==> src/rtl/mdrop_tx_pkg.sv <==
package mdrop_tx_pkg;

  // Host write aliases; the value selects the bus lane, ALIAS_ADDR also marks the frame.
  typedef enum logic [1:0] {
    ALIAS_LO   = 2'd0,
    ALIAS_MID  = 2'd1,
    ALIAS_HI   = 2'd2,
    ALIAS_ADDR = 2'd3
  } wrAlias_e;

  // Strobes from the sequencer to the datapath.
  typedef struct packed {
    logic load;   // move holding byte into the frame shifter
    logic shift;  // advance the frame shifter by one bit
    logic drive;  // frame shifter owns the line
  } txStrobe_t;

  localparam int BYTE_W     = 8;
  localparam int FRAME_BITS = 11;

endpackage

==> src/rtl/mdrop_tx_dp.sv <==
module mdrop_tx_dp
  import mdrop_tx_pkg::*;
#(
  parameter int BUS_W = 24
) (
  input  logic             clk,
  input  logic             rstN,
  input  logic             wrEn,
  input  logic [1:0]       wrSel,
  input  logic [BUS_W-1:0] wrData,
  input  logic             multidropEn,
  input  logic             msbFirst,
  input  txStrobe_t        stb,
  output logic             txd,
  output logic             tdre,
  output logic             holdFull
);

  localparam int NLANES = BUS_W / BYTE_W;
  localparam int LANE_W = (NLANES > 1) ? $clog2(NLANES) : 1;

  logic [BYTE_W-1:0]     laneArr [NLANES];
  logic [LANE_W-1:0]     laneIdx;
  logic [BYTE_W-1:0]     laneByte;
  logic [BYTE_W-1:0]     holdByte;
  logic                  addrMark;
  logic                  tdreQ;
  logic [BYTE_W-1:0]     orderedByte;
  logic                  ninthBit;
  logic [FRAME_BITS-1:0] frameQ;

  for (genvar g = 0; g < NLANES; g++) begin : g_lane
    assign laneArr[g] = wrData[g*BYTE_W +: BYTE_W];
  end

  // The address alias reads the low lane.
  assign laneIdx  = (wrSel == ALIAS_ADDR) ? '0 : LANE_W'(wrSel);
  assign laneByte = laneArr[laneIdx];

  always_comb begin
    for (int i = 0; i < BYTE_W; i++) begin
      orderedByte[i] = msbFirst ? holdByte[BYTE_W-1-i] : holdByte[i];
    end
  end

  assign ninthBit = multidropEn ? addrMark : ^holdByte;

  always_ff @(posedge clk or negedge rstN) begin
    if (!rstN) begin
      holdByte <= '0;
      addrMark <= 1'b0;
    end else if (wrEn) begin
      holdByte <= laneByte;
      addrMark <= (wrSel == ALIAS_ADDR);
    end
  end

  // A write in the transfer cycle wins: the new byte stays pending.
  always_ff @(posedge clk or negedge rstN) begin
    if (!rstN)         tdreQ <= 1'b1;
    else if (wrEn)     tdreQ <= 1'b0;
    else if (stb.load) tdreQ <= 1'b1;
  end

  always_ff @(posedge clk or negedge rstN) begin
    if (!rstN)          frameQ <= '1;
    else if (stb.load)  frameQ <= {1'b1, ninthBit, orderedByte, 1'b0};
    else if (stb.shift) frameQ <= {1'b1, frameQ[FRAME_BITS-1:1]};
  end

  assign txd      = stb.drive ? frameQ[0] : 1'b1;
  assign tdre     = tdreQ;
  assign holdFull = !tdreQ;

endmodule

==> src/rtl/mdrop_tx_ctrl.sv <==
module mdrop_tx_ctrl
  import mdrop_tx_pkg::*;
#(
  parameter int LEAD_TICKS = 3
) (
  input  logic      clk,
  input  logic      rstN,
  input  logic      bitTick,
  input  logic      holdFull,
  output txStrobe_t stb
);

  localparam int LEAD_W = $clog2(LEAD_TICKS + 1);
  localparam int CNT_W  = $clog2(FRAME_BITS + 1);
  localparam logic [LEAD_W-1:0] LEAD_LAST = LEAD_W'(LEAD_TICKS - 1);
  localparam logic [CNT_W-1:0]  BIT_LAST  = CNT_W'(FRAME_BITS - 1);

  typedef enum logic [1:0] {ST_IDLE, ST_LEAD, ST_SEND} txState_e;

  txState_e          state;
  logic [LEAD_W-1:0] leadCnt;
  logic [CNT_W-1:0]  bitCnt;

  always_comb begin
    stb       = '0;
    stb.load  = (state == ST_IDLE) && holdFull;
    stb.drive = (state == ST_SEND);
    stb.shift = (state == ST_SEND) && bitTick && (bitCnt != BIT_LAST);
  end

  always_ff @(posedge clk or negedge rstN) begin
    if (!rstN) begin
      state   <= ST_IDLE;
      leadCnt <= '0;
      bitCnt  <= '0;
    end else begin
      unique case (state)
        ST_IDLE: begin
          if (holdFull) begin
            state   <= ST_LEAD;
            leadCnt <= '0;
          end
        end
        ST_LEAD: begin
          if (bitTick) begin
            if (leadCnt == LEAD_LAST) begin
              state  <= ST_SEND;
              bitCnt <= '0;
            end else begin
              leadCnt <= leadCnt + 1'b1;
            end
          end
        end
        ST_SEND: begin
          if (bitTick) begin
            if (bitCnt == BIT_LAST) state  <= ST_IDLE;
            else                    bitCnt <= bitCnt + 1'b1;
          end
        end
        default: state <= ST_IDLE;
      endcase
    end
  end

endmodule

==> src/rtl/mdrop_uart_tx.sv <==
module mdrop_uart_tx
  import mdrop_tx_pkg::*;
#(
  parameter int BUS_W      = 24,
  parameter int LEAD_TICKS = 3
) (
  input  logic             clk,
  input  logic             rstN,
  input  logic             bitTick,
  input  logic             wrEn,
  input  logic [1:0]       wrSel,
  input  logic [BUS_W-1:0] wrData,
  input  logic             multidropEn,
  input  logic             msbFirst,
  output logic             txd,
  output logic             tdre
);

  txStrobe_t stb;
  logic      holdFull;

  mdrop_tx_ctrl #(.LEAD_TICKS(LEAD_TICKS)) u_ctrl (
    .clk      (clk),
    .rstN     (rstN),
    .bitTick  (bitTick),
    .holdFull (holdFull),
    .stb      (stb)
  );

  mdrop_tx_dp #(.BUS_W(BUS_W)) u_dp (
    .clk         (clk),
    .rstN        (rstN),
    .wrEn        (wrEn),
    .wrSel       (wrSel),
    .wrData      (wrData),
    .multidropEn (multidropEn),
    .msbFirst    (msbFirst),
    .stb         (stb),
    .txd         (txd),
    .tdre        (tdre),
    .holdFull    (holdFull)
  );

endmodule

==> config.mk <==
export PLATFORM = sky130hd
export DESIGN_NAME = mdrop_uart_tx
export DESIGN_NICKNAME = d
export VERILOG_FILES = /design/src/rtl/mdrop_tx_pkg.sv /design/src/rtl/mdrop_tx_dp.sv /design/src/rtl/mdrop_tx_ctrl.sv /design/src/rtl/mdrop_uart_tx.sv
export SDC_FILE = /design/constraint.sdc
export NUM_CORES = 1
export LEC_CHECK = 0
export CORE_UTILIZATION = 25
export DETAILED_ROUTE_END_ITERATION = 10
export PLACE_DENSITY = 0.45
export SLEW_MARGIN = 25
export SYNTH_ARGS = -nofsm -noshare
export SYNTH_HDL_FRONTEND = slang
export SYNTH_SLANG_ARGS = --single-unit
==> constraint.sdc <==
create_clock -name clk -period 1.55 [get_ports clk]
set_input_delay 0.465 -clock clk [delete_from_list [all_inputs] [get_ports clk]]
set_output_delay 0.465 -clock clk [all_outputs]
set_load 0.02 [all_outputs]
== Word level (Yosys, flattened, before mapping) ==
Index checks and enable logic that the tools add are counted.

* Word-level logic and storage cells: 70
* Input port bits: 32
* Bits in registers: 29
* Output and inout port bits: 2

* Muxes and demuxes: 33
* Equality and inequality tests: 13
* Reductions and logical operators: 13
* Add/sub/neg operators: 2
* Bitwise operators: 1
* Order comparisons: 1

{| class="wikitable"
|+ Operator list
! operator !! number
|-
| 2-to-1 mux 11 bit || 2
|-
| 2-to-1 mux 2 bit || 9
|-
| binary-select mux 8 bit (select 2 bit) || 1
|-
| 2-to-1 mux 4 bit || 4
|-
| 2-to-1 mux 8 bit || 2
|-
| 2-to-1 mux 1 bit || 12
|-
| inequality test 2 bit, second input constant || 6
|-
| AND reduction 5 bit || 2
|-
| case mux 4 bit (2 select lines) || 1
|-
| nonzero test 2 bit || 4
|-
| XOR reduction 8 bit || 1
|-
| == test 2 bit, second input constant || 3
|-
| case mux 2 bit (3 select lines) || 1
|-
| adder 4 x 1 -> 4 bit, second input constant || 1
|-
| == test 4 bit, second input constant || 1
|-
| inequality test 4 bit, second input constant || 1
|-
| case mux 2 bit (2 select lines) || 1
|-
| AND reduction 4 bit || 1
|-
| greater-or-equal comparator 3 bit, second input constant || 1
|-
| logical AND 1 bit || 3
|-
| NOT 2 -> 3 bit || 1
|-
| adder 2 x 1 -> 2 bit, second input constant || 1
|-
| == test 2 x 1 -> 1 bit, second input constant || 1
|-
| logical NOT 2 bit || 1
|-
| other kinds (2) || 2
|}

== Logic depth before layout (Yosys ltp) ==
Gate-level depths: netlist of run 1.

* Word-level depth: 6
* Mapped depth: 7
* Gate-level depth less buffers: 6

== Modules after synthesis ==
A second synthesis of run 1 with hierarchy kept.

* Cells, all modules: 170
* Area total of the unflattened synthesis: 1815.5 um^2

{| class="wikitable"
|+ Modules (own cells, without submodules)
! module !! cells each !! instances !! sequential area each (um^2) !! area an instance (um^2)
|-
| mdrop_tx_dp || 121 || 1 || 514.2 || 1332.5
|-
| mdrop_tx_ctrl || 49 || 1 || 200.2 || 483.0
|}

== Worst setup path before layout of run 1 ==
No wires, ideal clock.

* Path type: input-to-reg
* From: input port wrSel[1]
* To: register u_dp.holdByte[5]
* Data arrival time: 1.256 ns
* Data required time: 1.425 ns
* Path buffers: 2
* Cell stages on the path: 5
* Setup slack: 0.169 ns
* Library setup time: 0.125 ns
* Cells stage by stage: buf_4 > buf_6 > mux2i_1 > a21oi_1 > mux2_2

* Longest elaborated chain between the ends: 6

{| class="wikitable"
|+ RTL lines
! item !! line !! text
|-
| from (decl) || mdrop_uart_tx.sv:11 || <nowiki>input logic [1:0] wrSel,</nowiki>
|-
| == test 2 bit || mdrop_tx_dp.sv:37 || <nowiki>assign laneIdx = (wrSel == ALIAS_ADDR) ? '0 : LANE_W'(wrSel);</nowiki>
|-
| 2-to-1 mux 2 bit * || mdrop_tx_dp.sv:37 ||
|-
| NOT 2 -> 3 bit (not written as such) * || mdrop_tx_dp.sv:38 || <nowiki>assign laneByte = laneArr[laneIdx];</nowiki>
|-
| binary-select mux 8 bit (select 2 bit) * || mdrop_tx_dp.sv:38 ||
|-
| 2-to-1 mux 8 bit (not written as such) * (2 in a row) || mdrop_tx_dp.sv:38 ||
|-
| to (signal assigned) || mdrop_tx_dp.sv:53 || <nowiki>holdByte <= laneByte;</nowiki>
|-
| to (decl) || mdrop_tx_dp.sv:25 || <nowiki>logic [BYTE_W-1:0] holdByte;</nowiki>
|}

Mark *: on every way between the ends. The rest lies on a longest branch, timed or not. The select of a mux whose other input is x is not followed.
A chain may end at the register's enable or synchronous reset.

== Final worst setup path of run 1 ==
* From: register u_ctrl.state[0]
* To: output port txd

* Longest elaborated chain between the ends: 2

{| class="wikitable"
|+ RTL lines
! item !! line !! text
|-
| from (decl) || mdrop_tx_ctrl.sv:20 || <nowiki>txState_e state;</nowiki>
|-
| from (signal assigned) || mdrop_tx_ctrl.sv:33 || <nowiki>state <= ST_IDLE;</nowiki>
|-
| from (signal assigned) || mdrop_tx_ctrl.sv:40 || <nowiki>state <= ST_LEAD;</nowiki>
|-
| from (signal assigned) || mdrop_tx_ctrl.sv:47 || <nowiki>state <= ST_SEND;</nowiki>
|-
| == test 2 bit || mdrop_tx_ctrl.sv:27 || <nowiki>stb.drive = (state == ST_SEND);</nowiki>
|-
| 2-to-1 mux 1 bit || mdrop_tx_dp.sv:71 || <nowiki>assign txd = stb.drive ? frameQ[0] : 1'b1;</nowiki>
|-
| to (decl) || mdrop_uart_tx.sv:15 || <nowiki>output logic txd,</nowiki>
|}

No other way between the ends.

==> results of run 1 <==
[worst max-delay path, delay by kind of cell, from the launching register on]
| kind | cells | cell delay, ps |
|---|---|---|
| buffers and inverters | 1 | 120 |
| flip-flops | 1 | 390 |
| AND/OR/NAND/NOR | 2 | 310 |
[per-layer routing]
metal | wire length (µm) | vias up | part of all wire | track usage
met1 | 1800 | 621 | 0.51 | 0.145
li1 | - | 695 | - | -
met4 | 39 | 0 | 0.011 | 0.0462
met3 | 108 | 4 | 0.031 | 0.0136
met5 | 0 | - | 0 | 0
met2 | 1580 | 28 | 0.45 | 0.163
[cell type report]
| cell class | count | share of cell area |
|---|---|---|
| inverter | 5 | 0.00800 |
| clock buffer | 4 | 0.0235 |
| multi-input combinational | 125 | 0.394 |
| sequential | 28 | 0.305 |
| timing repair buffer | 54 | 0.229 |
| tap | 77 | 0.0411 |
[sequential cells by signal (all words and copies together), names as in the netlist]
register,count
u_ctrl.state,2
u_ctrl.leadCnt,2
u_dp.holdByte,8
u_dp.frameQ,10
u_dp.addrMark,1
u_ctrl.bitCnt,4
u_dp.tdre,1
[timing repair]
action / CTS / global route
pin swaps: 0 / 1
endpoints found under the setup margin: 9 / 3
setup buffers: 0 / 1
gates resized for setup: 10 / 7
cloned: 0 / 1
[power by group through the flow]
| stage | Clock (mW) | Combinational (mW) | Sequential, mW |
|---|---|---|---|
| global placement | 0 | 1.01 | 1.18 |
| finish | 0.462 | 1.02 | 1.17 |
| detailed placement | 0 | 1.02 | 1.18 |
| global route | 0.510 | 1.15 | 1.20 |
| floorplan | 0 | 0.698 | 1.18 |
| CTS | 0.485 | 1.01 | 1.17 |
[metrics by stage]
stage               setup TNS [ps]  instances
floorplan                        0        168
global placement             -5730        287
detailed placement           -5940        287
CTS                          -41.9        291
global route                 -68.8        293
finish                       -13.2        293
[worst max-delay path by stage]
stage | startpoint | endpoint | slack, ps
after CTS | u_ctrl.state[0] | txd | -40
after global placement | wrSel[1] | u_dp.holdByte[0] | -400
after floorplan | wrSel[1] | u_dp.holdByte[5] | 170
after global routing | u_ctrl.state[0] | txd | -70
final | u_ctrl.state[0] | txd | -10
after detailed placement | wrSel[1] | u_dp.holdByte[0] | -440
[synthesized netlist by cell type, types with 4 or more instances]
cell      count  area (µm²)
a21oi_1      17        85.1
xnor2_1       6        52.6
nand2_1      13        48.8
buf_6         4        45.0
a211oi_1      8        60.1
nor2b_1       6        37.5
a22oi_1       8        60.1
nor2_1        8        30.0
mux2_2        9         101
dfstp_2      11         289
inv_1         5        18.8
o21ai_0       4        20.0
dfrtp_1      17         425
mux2i_1      16         160
[logic make-up after synthesis]
kind of cell / count (synthesis) / synth area share
compound gates: 44 / 0.166
xor+xnor: 9 / 0.0460
fa+ha+maj: 3 / 0.0219
buf+inv: 16 / 0.0591
flops: 28 / 0.416
mux: 25 / 0.152
simple gates: 43 / 0.139
==> qor.txt, run 1 <==
Post-synthesis sequential element count: 28
Vias: 1348
Initial Utilization: 0.264
Die Height: 84.8 µm
Lkg Pwr: 1.02 nW
Final #Nets: 252
Sequential Power Share: 0.441
R2R Setup Slk: 90 ps
Reg clk slew, reported paths: 100 ps
Wire per inst: 12.1 µm
Reg-to-reg endpoint: u_ctrl.leadCnt[0]
Worst Setup Start Kind: register
Max-slew violations: 0
Logic pwr share: 0.385
Crit-path slowest cell: dfrtp_1
WL final: 3.53 mm
DRC violations left: 0
Most frequent cells in the layout: clkdlybuf4s50_1, a21oi_1, dfrtp_1
Post-route ant nets: 0
Worst-path cell chain: and2b_2 -> nand2b_4 -> buf_6
Yosys cell types: 37
RSZ-0062 raised after global routing: yes
CP Capture Type: output pin
Final setup vio count: 1
Area of the multi-input gates: 925 µm²
IO Pins: 34
Crit-path max FO: 2
Final hold viol count: 0
Setup Crit Path Kind: reg2out
Number of flops mapped to enable cells by yosys: 0
Min-delay worst type: reg2reg
Worst Path Required: 1080 ps
Worst Tran Pin Value: 242 ps
Area grow syn2layout: 36.8%
First-pass GRT wire length: 5.99 mm
Dpl hpwl: 2.64 mm
Pre-CTS WS: -439 ps
Setup Skew: 4.67 ps
Global route overflow: 0
Syn avg cell area: 10.2 µm²
CP max stage delay: 390 ps
Syn Inst Count: 168
Die area: 7200 µm²
Htree depth: 1
Ant. Diodes: 0
P_sw: 0.822 mW
CTS buffer count: 3
PwrDens: 1130 nW/µm²
Syn Nets: 203
Hold EP: u_dp.frameQ[0]
Vias in the first global route: 1316
Total power: 2.65 mW
Worst R2R Start: u_ctrl.leadCnt[0]
Reg2Reg Depth: 6
Fmax: 0.640 GHz
Slew HR: 0.838
Post-Place Cell Area: 2260 µm²
Core footprint: 6490 µm²
WHS: 486 ps
Gpl congestion: 0.760
Core Util, Final: 0.361
Clock network power share: 0.174
Rows: 29
Worst VDD drop: 0.361 mV
Status: finished with violations
TritonCTS clock tree: yes
# fillers: 658
Total track usage: 0.104
Hold_sp: u_dp.frameQ[0]
Worst-skew pair later-pin latency: 280 ps
Switching Fraction: 0.310
Min Clock Period, post-route: 1560 ps
Clock root cell: clkbuf_8
Critical Path AT: 1100 ps
Tcrit/Tclk final: 1.01
DR vias/cell: 4.60
Hold Path Depth: 2
Clock sink count: 28
Finished Cell Area: 2350 µm²
Iteration-0 DRC Markers: 28
Share of cells above drive strength 1: 0.278
Netlist Area Pre-Place: 1720 µm²
Post-synth ARST share: 1.00
Pint: 1.83 mW
CTS Hold Bufs: 0
Port buffer count: 33
Commonest non-fill, non-tap cell in the layout: clkdlybuf4s50_1
Synth warn: 0
Initial antenna violation count: 0
Synth Flop Type: dfrtp_1
Drt first pass iters: 4
Die span in x: 84.8 µm
Worst Slack Setup Final: -13.2 ps
Violated checks: negative setup slack
Sequential element share of the synthesized area: 0.416
Largest net degree at the start of global routing: 29
Max-Cap Viols: 0
CTS max path bufs: 2
Seq. cell area: 714 µm²
No activity file was read; power rests on OpenSTA's default activity.
==> run 2: changes to the inputs <==
--- a/config.mk
+++ b/config.mk
@@ -5,9 +5,10 @@
 export SDC_FILE = /design/constraint.sdc
 export NUM_CORES = 1
 export LEC_CHECK = 0
+export CAP_MARGIN = 40
 export CORE_UTILIZATION = 25
 export DETAILED_ROUTE_END_ITERATION = 10
-export PLACE_DENSITY = 0.45
+export PLACE_DENSITY = 0.46
 export SLEW_MARGIN = 25
 export SYNTH_ARGS = -nofsm -noshare
 export SYNTH_HDL_FRONTEND = slang
==> constraint.sdc (replaced) <==
create_clock -name clk -period 1.3 [get_ports clk]
set_input_delay 0.39 -clock clk [delete_from_list [all_inputs] [get_ports clk]]
set_output_delay 0.39 -clock clk [all_outputs]
set_load 0.02 [all_outputs]
==> run 2 against run 1 <==
Register-to-register slack got worse by 220 ps. Via count rose by 1.0%. Sequential power rose by 19%. Sequential share of layout area fell by 1.8 points. Count of clock-buffer cells in the layout fell by 1. Wire length rose by 2.3%. Highest routed layer unchanged. Combinational power rose by 37%. The run still ends with negative setup slack left. Utilization rose by 2.2 points. First-iteration DRC count rose by 21%. Largest cell class unchanged.
==> qor.txt, run 2 (same netlist as run 1, synthesis figures left out) <==
P_sw: 1.03 mW
WL final: 3.61 mm
Crit-path max FO: 2
Clock network power share: 0.200
Wire per inst: 12.0 µm
Total power: 3.48 mW
Crit-path slowest cell: dfrtp_1
RSZ-0062 raised after global routing: yes
Largest net degree at the start of global routing: 29
Setup Skew: 9.03 ps
Min-delay worst type: in2async
Worst-path cell chain: and2b_2 -> nand2b_1 -> buf_6
Area of the multi-input gates: 970 µm²
Pint: 2.45 mW
Seq. cell area: 714 µm²
Max reg flops: 10
WHS: 454 ps
Largest registers: u_dp.frameQ: 10 flops, u_dp.holdByte: 8 flops, u_ctrl.bitCnt: 4 flops
Worst Path Required: 910 ps
Final hold viol count: 0
Min Clock Period, post-route: 1500 ps
Setup Crit Path Kind: reg2out
Clock root cell: clkbuf_8
Worst Tran Pin Value: 229 ps
Lkg Pwr: 1.09 nW
Max-Cap Viols: 0
Logic pwr share: 0.401
Worst-skew pair later-pin latency: 280 ps
Most frequent cells in the layout: clkdlybuf4s50_1, buf_4, dfrtp_1
Largest Register: u_dp.frameQ
Share of cells above drive strength 1: 0.363
DRC violations left: 0
Die Height: 84.8 µm
Switching Fraction: 0.296
Worst Setup Start Kind: register
Core footprint: 6490 µm²
Post-Place Cell Area: 2330 µm²
Violated checks: negative setup slack
Commonest non-fill, non-tap cell in the layout: clkdlybuf4s50_1
Iteration-0 DRC Markers: 34
Rows: 29
Die area: 7200 µm²
First-pass GRT wire length: 6.21 mm
CTS Hold Bufs: 0
Vias: 1362
Worst Slack Setup Final: -198 ps
Dpl hpwl: 2.68 mm
Status: finished with violations
DR vias/cell: 4.54
Setup Total Neg Slack: -1500 ps
Final #Nets: 259
Final setup vio count: 15
Drt first pass iters: 4
Tcrit/Tclk final: 1.15
Die span in x: 84.8 µm
CTS max path bufs: 2
# fillers: 665
Fmax: 0.667 GHz
Vias in the first global route: 1332
Critical Path AT: 1110 ps
CTS buffer count: 3
Finished Cell Area: 2490 µm²
Post-route ant nets: 0
Global route overflow: 0
Max-slew violations: 0
Ant. Diodes: 0
Reg2Reg Depth: 6
Port buffer count: 33
Reg clk slew, reported paths: 100 ps
IO Pins: 34
Htree depth: 1
TritonCTS clock tree: yes
Pre-CTS WS: -645 ps
Initial antenna violation count: 0
PwrDens: 1400 nW/µm²
Gpl congestion: 0.696
CP max stage delay: 390 ps
Initial Utilization: 0.264
Area grow syn2layout: 45.2%
Sequential Power Share: 0.399
Worst VDD drop: 0.440 mV
Clock sink count: 28
Slew HR: 0.847
Total track usage: 0.108
CP Capture Type: output pin
run 2: changes by cell type in the layout (fill, tap and decap cells not counted), moves of 4 or more:
cell and change:
a211oi_2 +6, clkdlybuf4s50_1 -4, a211oi_1 -6, buf_4 +7
run 2: worst max-delay path, delay by kind of cell, from the launching register on:
| kind | cells | cell delay, ps |
|---|---|---|
| flip-flops | 1 | 390 |
| AND/OR/NAND/NOR | 2 | 300 |
| buffers and inverters | 1 | 140 |
run 2: worst paths after layout:
kind	from	slack, ps	to
max in group asynchronous	rstN	610	u_dp.frameQ[7]
worst min-delay path	rstN	450	u_ctrl.bitCnt[0]
worst min register to register	u_dp.frameQ[5]	500	u_dp.frameQ[5]
worst max register to register	u_ctrl.state[0]	-130	u_dp.frameQ[5]
min in group clk	u_dp.frameQ[5]	500	u_dp.frameQ[5]
worst max-delay path	u_ctrl.state[0]	-200	txd
run 2: cell type report:
class	instances	area share
clock buffer	3	0.0166
multi-input combinational	124	0.389
inverter	5	0.00753
tap	77	0.0387
timing repair buffer	62	0.249
sequential	28	0.287
clock inverter	1	0.0121
run 2: what timing repair did:
item / in CTS / in global routing
setup buffers: 1 / 2
resized for setup: 22 / 16
setup endpoints to repair: 26 / 26
pin swaps: 6 / 10
gates cloned: 0 / 0
run 2: routing by layer:
metal  up-vias  GRT usage  wire (µm)
li1        709          -          -
met1       615      0.150       1820
met2        33      0.168       1600
met3         5     0.0175        130
met4         0     0.0462         67
met5         -          0          0
run 2: stage by stage:
step	utilization	instances
2_1_floorplan	-	168
3_3_place_gp	0.358	293
3_5_place_dp	0.358	293
4_1_cts	0.374	298
5_1_grt	0.384	300
6_report	0.384	300
run 2: power by group through the flow:
stage                     Clock (mW)  Combinational (mW)  Sequential (mW)
after floorplan                    0               0.863             1.40
after global placement             0                1.29             1.40
after detailed placement           0                1.30             1.41
after CTS                      0.724                1.34             1.39
after global routing           0.749                1.56             1.43
final                          0.695                1.40             1.39
==> run 3: changes to the inputs <==
--- a/config.mk
+++ b/config.mk
@@ -5,6 +5,7 @@
 export SDC_FILE = /design/constraint.sdc
 export NUM_CORES = 1
 export LEC_CHECK = 0
+export ABC_CLOCK_PERIOD_IN_PS = 1300
 export CAP_MARGIN = 40
 export CORE_UTILIZATION = 25
 export DETAILED_ROUTE_END_ITERATION = 10
==> constraint.sdc (replaced) <==
create_clock -name clk -period 1.3 [get_ports clk]
set_input_delay 0.195 -clock clk [delete_from_list [all_inputs] [get_ports clk]]
set_output_delay 0.195 -clock clk [all_outputs]
set_load 0.02 [all_outputs]
==> run 3 against run 2 <==
The flow still finishes with violations (negative setup slack). Die area is the same. Clock skew grew 7.2 ps. Total power shrank 0.25%. Fmax grew 5.2%. Critical endpoint is now u_dp.frameQ[2]. Largest cell class unchanged. Largest power group unchanged. Highest routed layer unchanged.
==> qor.txt, run 3 (same netlist as run 1, synthesis figures left out) <==
Worst Path Required: 1490 ps
Lkg Pwr: 1.11 nW
DR vias/cell: 4.61
Rows: 29
Die area: 7200 µm²
Worst-skew pair later-pin latency: 280 ps
Setup Total Neg Slack: -874 ps
Total track usage: 0.114
CTS buffer count: 3
Worst Slack Setup Final: -124 ps
First-pass GRT wire length: 6.57 mm
Initial Utilization: 0.264
Largest net degree at the start of global routing: 29
Post-Place Cell Area: 2350 µm²
Crit. Startpoint: u_ctrl.bitCnt[1]
CTS Hold Bufs: 0
Post-route ant nets: 0
Most frequent cells in the layout: clkdlybuf4s50_1, buf_4, dfrtp_1
Worst-path cell chain: ha_2 -> nand3b_1 -> and2_4 -> buf_12 -> a21oi_2 -> a22oi_1
Setup Crit Path Kind: reg2reg
CP Capture Type: register
IO Pins: 34
Worst VDD drop: 0.562 mV
R2R Setup Slk: -120 ps
Crit-path slowest cell: dfrtp_1
PwrDens: 1330 nW/µm²
Min-delay worst type: in2async
Iteration-0 DRC Markers: 48
Max-slew violations: 0
Critical Path AT: 1620 ps
Largest Register: u_dp.frameQ
Core footprint: 6490 µm²
Violated checks: negative setup slack
Wire per inst: 12.4 µm
Area grow syn2layout: 51.6%
Max reg flops: 10
Slew HR: 0.838
CP max stage delay: 410 ps
Tcrit/Tclk final: 1.10
CTS max path bufs: 2
Reg clk slew, reported paths: 110 ps
Initial antenna violation count: 0
Crit-path max FO: 8
Setup Skew: 16.2 ps
RSZ-0062 raised after global routing: yes
Die span in x: 84.8 µm
Drt first pass iters: 6
Finished Cell Area: 2600 µm²
Largest registers: u_dp.frameQ: 10 flops, u_dp.holdByte: 8 flops, u_ctrl.bitCnt: 4 flops
Dpl hpwl: 2.71 mm
Port buffer count: 33
Final setup vio count: 14
Clock sink count: 28
Ant. Diodes: 0
Share of cells above drive strength 1: 0.400
Status: finished with violations
Gpl congestion: 0.686
Vias: 1414
Final hold viol count: 0
# fillers: 655
Reg-to-reg endpoint: u_dp.frameQ[2]
Final #Nets: 266
Die Height: 84.8 µm
Worst Setup Start Kind: register
Max-Cap Viols: 0
DRC violations left: 0
Worst Tran Pin Value: 242 ps
TritonCTS clock tree: yes
Clock root cell: clkbuf_8
WL final: 3.81 mm
Global route overflow: 0
Commonest non-fill, non-tap cell in the layout: clkdlybuf4s50_1
Min Clock Period, post-route: 1420 ps
Htree depth: 1
Reg2Reg Depth: 6
Fmax: 0.702 GHz
Core Util, Final: 0.400
WHS: 259 ps
Vias in the first global route: 1437
Worst R2R Start: u_ctrl.bitCnt[1]
-- run 3: through the flow --
step                power [mW]  instances  setup WS, ps
finish                    3.47        307          -124
global route              3.72        307          -204
CTS                       3.37        305          -119
detailed placement        2.74        295          -449
global placement          2.72        295          -412
floorplan                 2.27        168         -38.2
-- run 3: timing repair --
action	4_1_cts	5_1_grt
pin swaps	8	17
gates cloned	0	0
endpoints found under the hold margin	0	0
setup buffers	6	3
gates resized for setup	26	24
setup endpoints to repair	24	20
-- run 3: where the power goes --
| group | total, mW | leakage, nW | switching (mW) | internal (mW) |
|---|---|---|---|---|
| clock | 0.498 | 0.0228 | 0.278 | 0.220 |
| combinational | 1.56 | 0.765 | 0.668 | 0.891 |
| sequential | 1.41 | 0.325 | 0.174 | 1.24 |
-- run 3: worst max-delay path by stage --
stage | endpoint | slack [ps]
2_1_floorplan | u_ctrl.bitCnt[0] | -40
3_3_place_gp | u_dp.holdByte[5] | -410
3_5_place_dp | u_dp.holdByte[5] | -450
4_1_cts | u_dp.frameQ[1] | -120
5_1_grt | u_dp.frameQ[2] | -200
6_report | u_dp.frameQ[2] | -120
-- run 3: critical path: cells and delay by family, from the launching register on --
kind	cells	cell delay, ps
and+or+nand+nor	2	400
buffers and inverters	1	130
adders and majority gates	1	170
AOI/OAI and AO/OA	2	220
DFF	1	410
-- run 3: cell type report --
type	count	area [µm²]	share of cell area
clock buffer	4	45.0	0.0173
tap	77	96.3	0.0371
timing repair buffer	69	702	0.270
multi-input combinational	124	1020	0.394
inverter	5	18.8	0.00722
sequential	28	714	0.275
-- run 3: metal layers --
layer  share of wire  GRT usage  vias up
met3           0.030     0.0195        2
met1            0.48      0.156      662
met4          0.0081     0.0370        0
met5               0          0        -
li1                -          -      720
met2            0.48      0.184       30
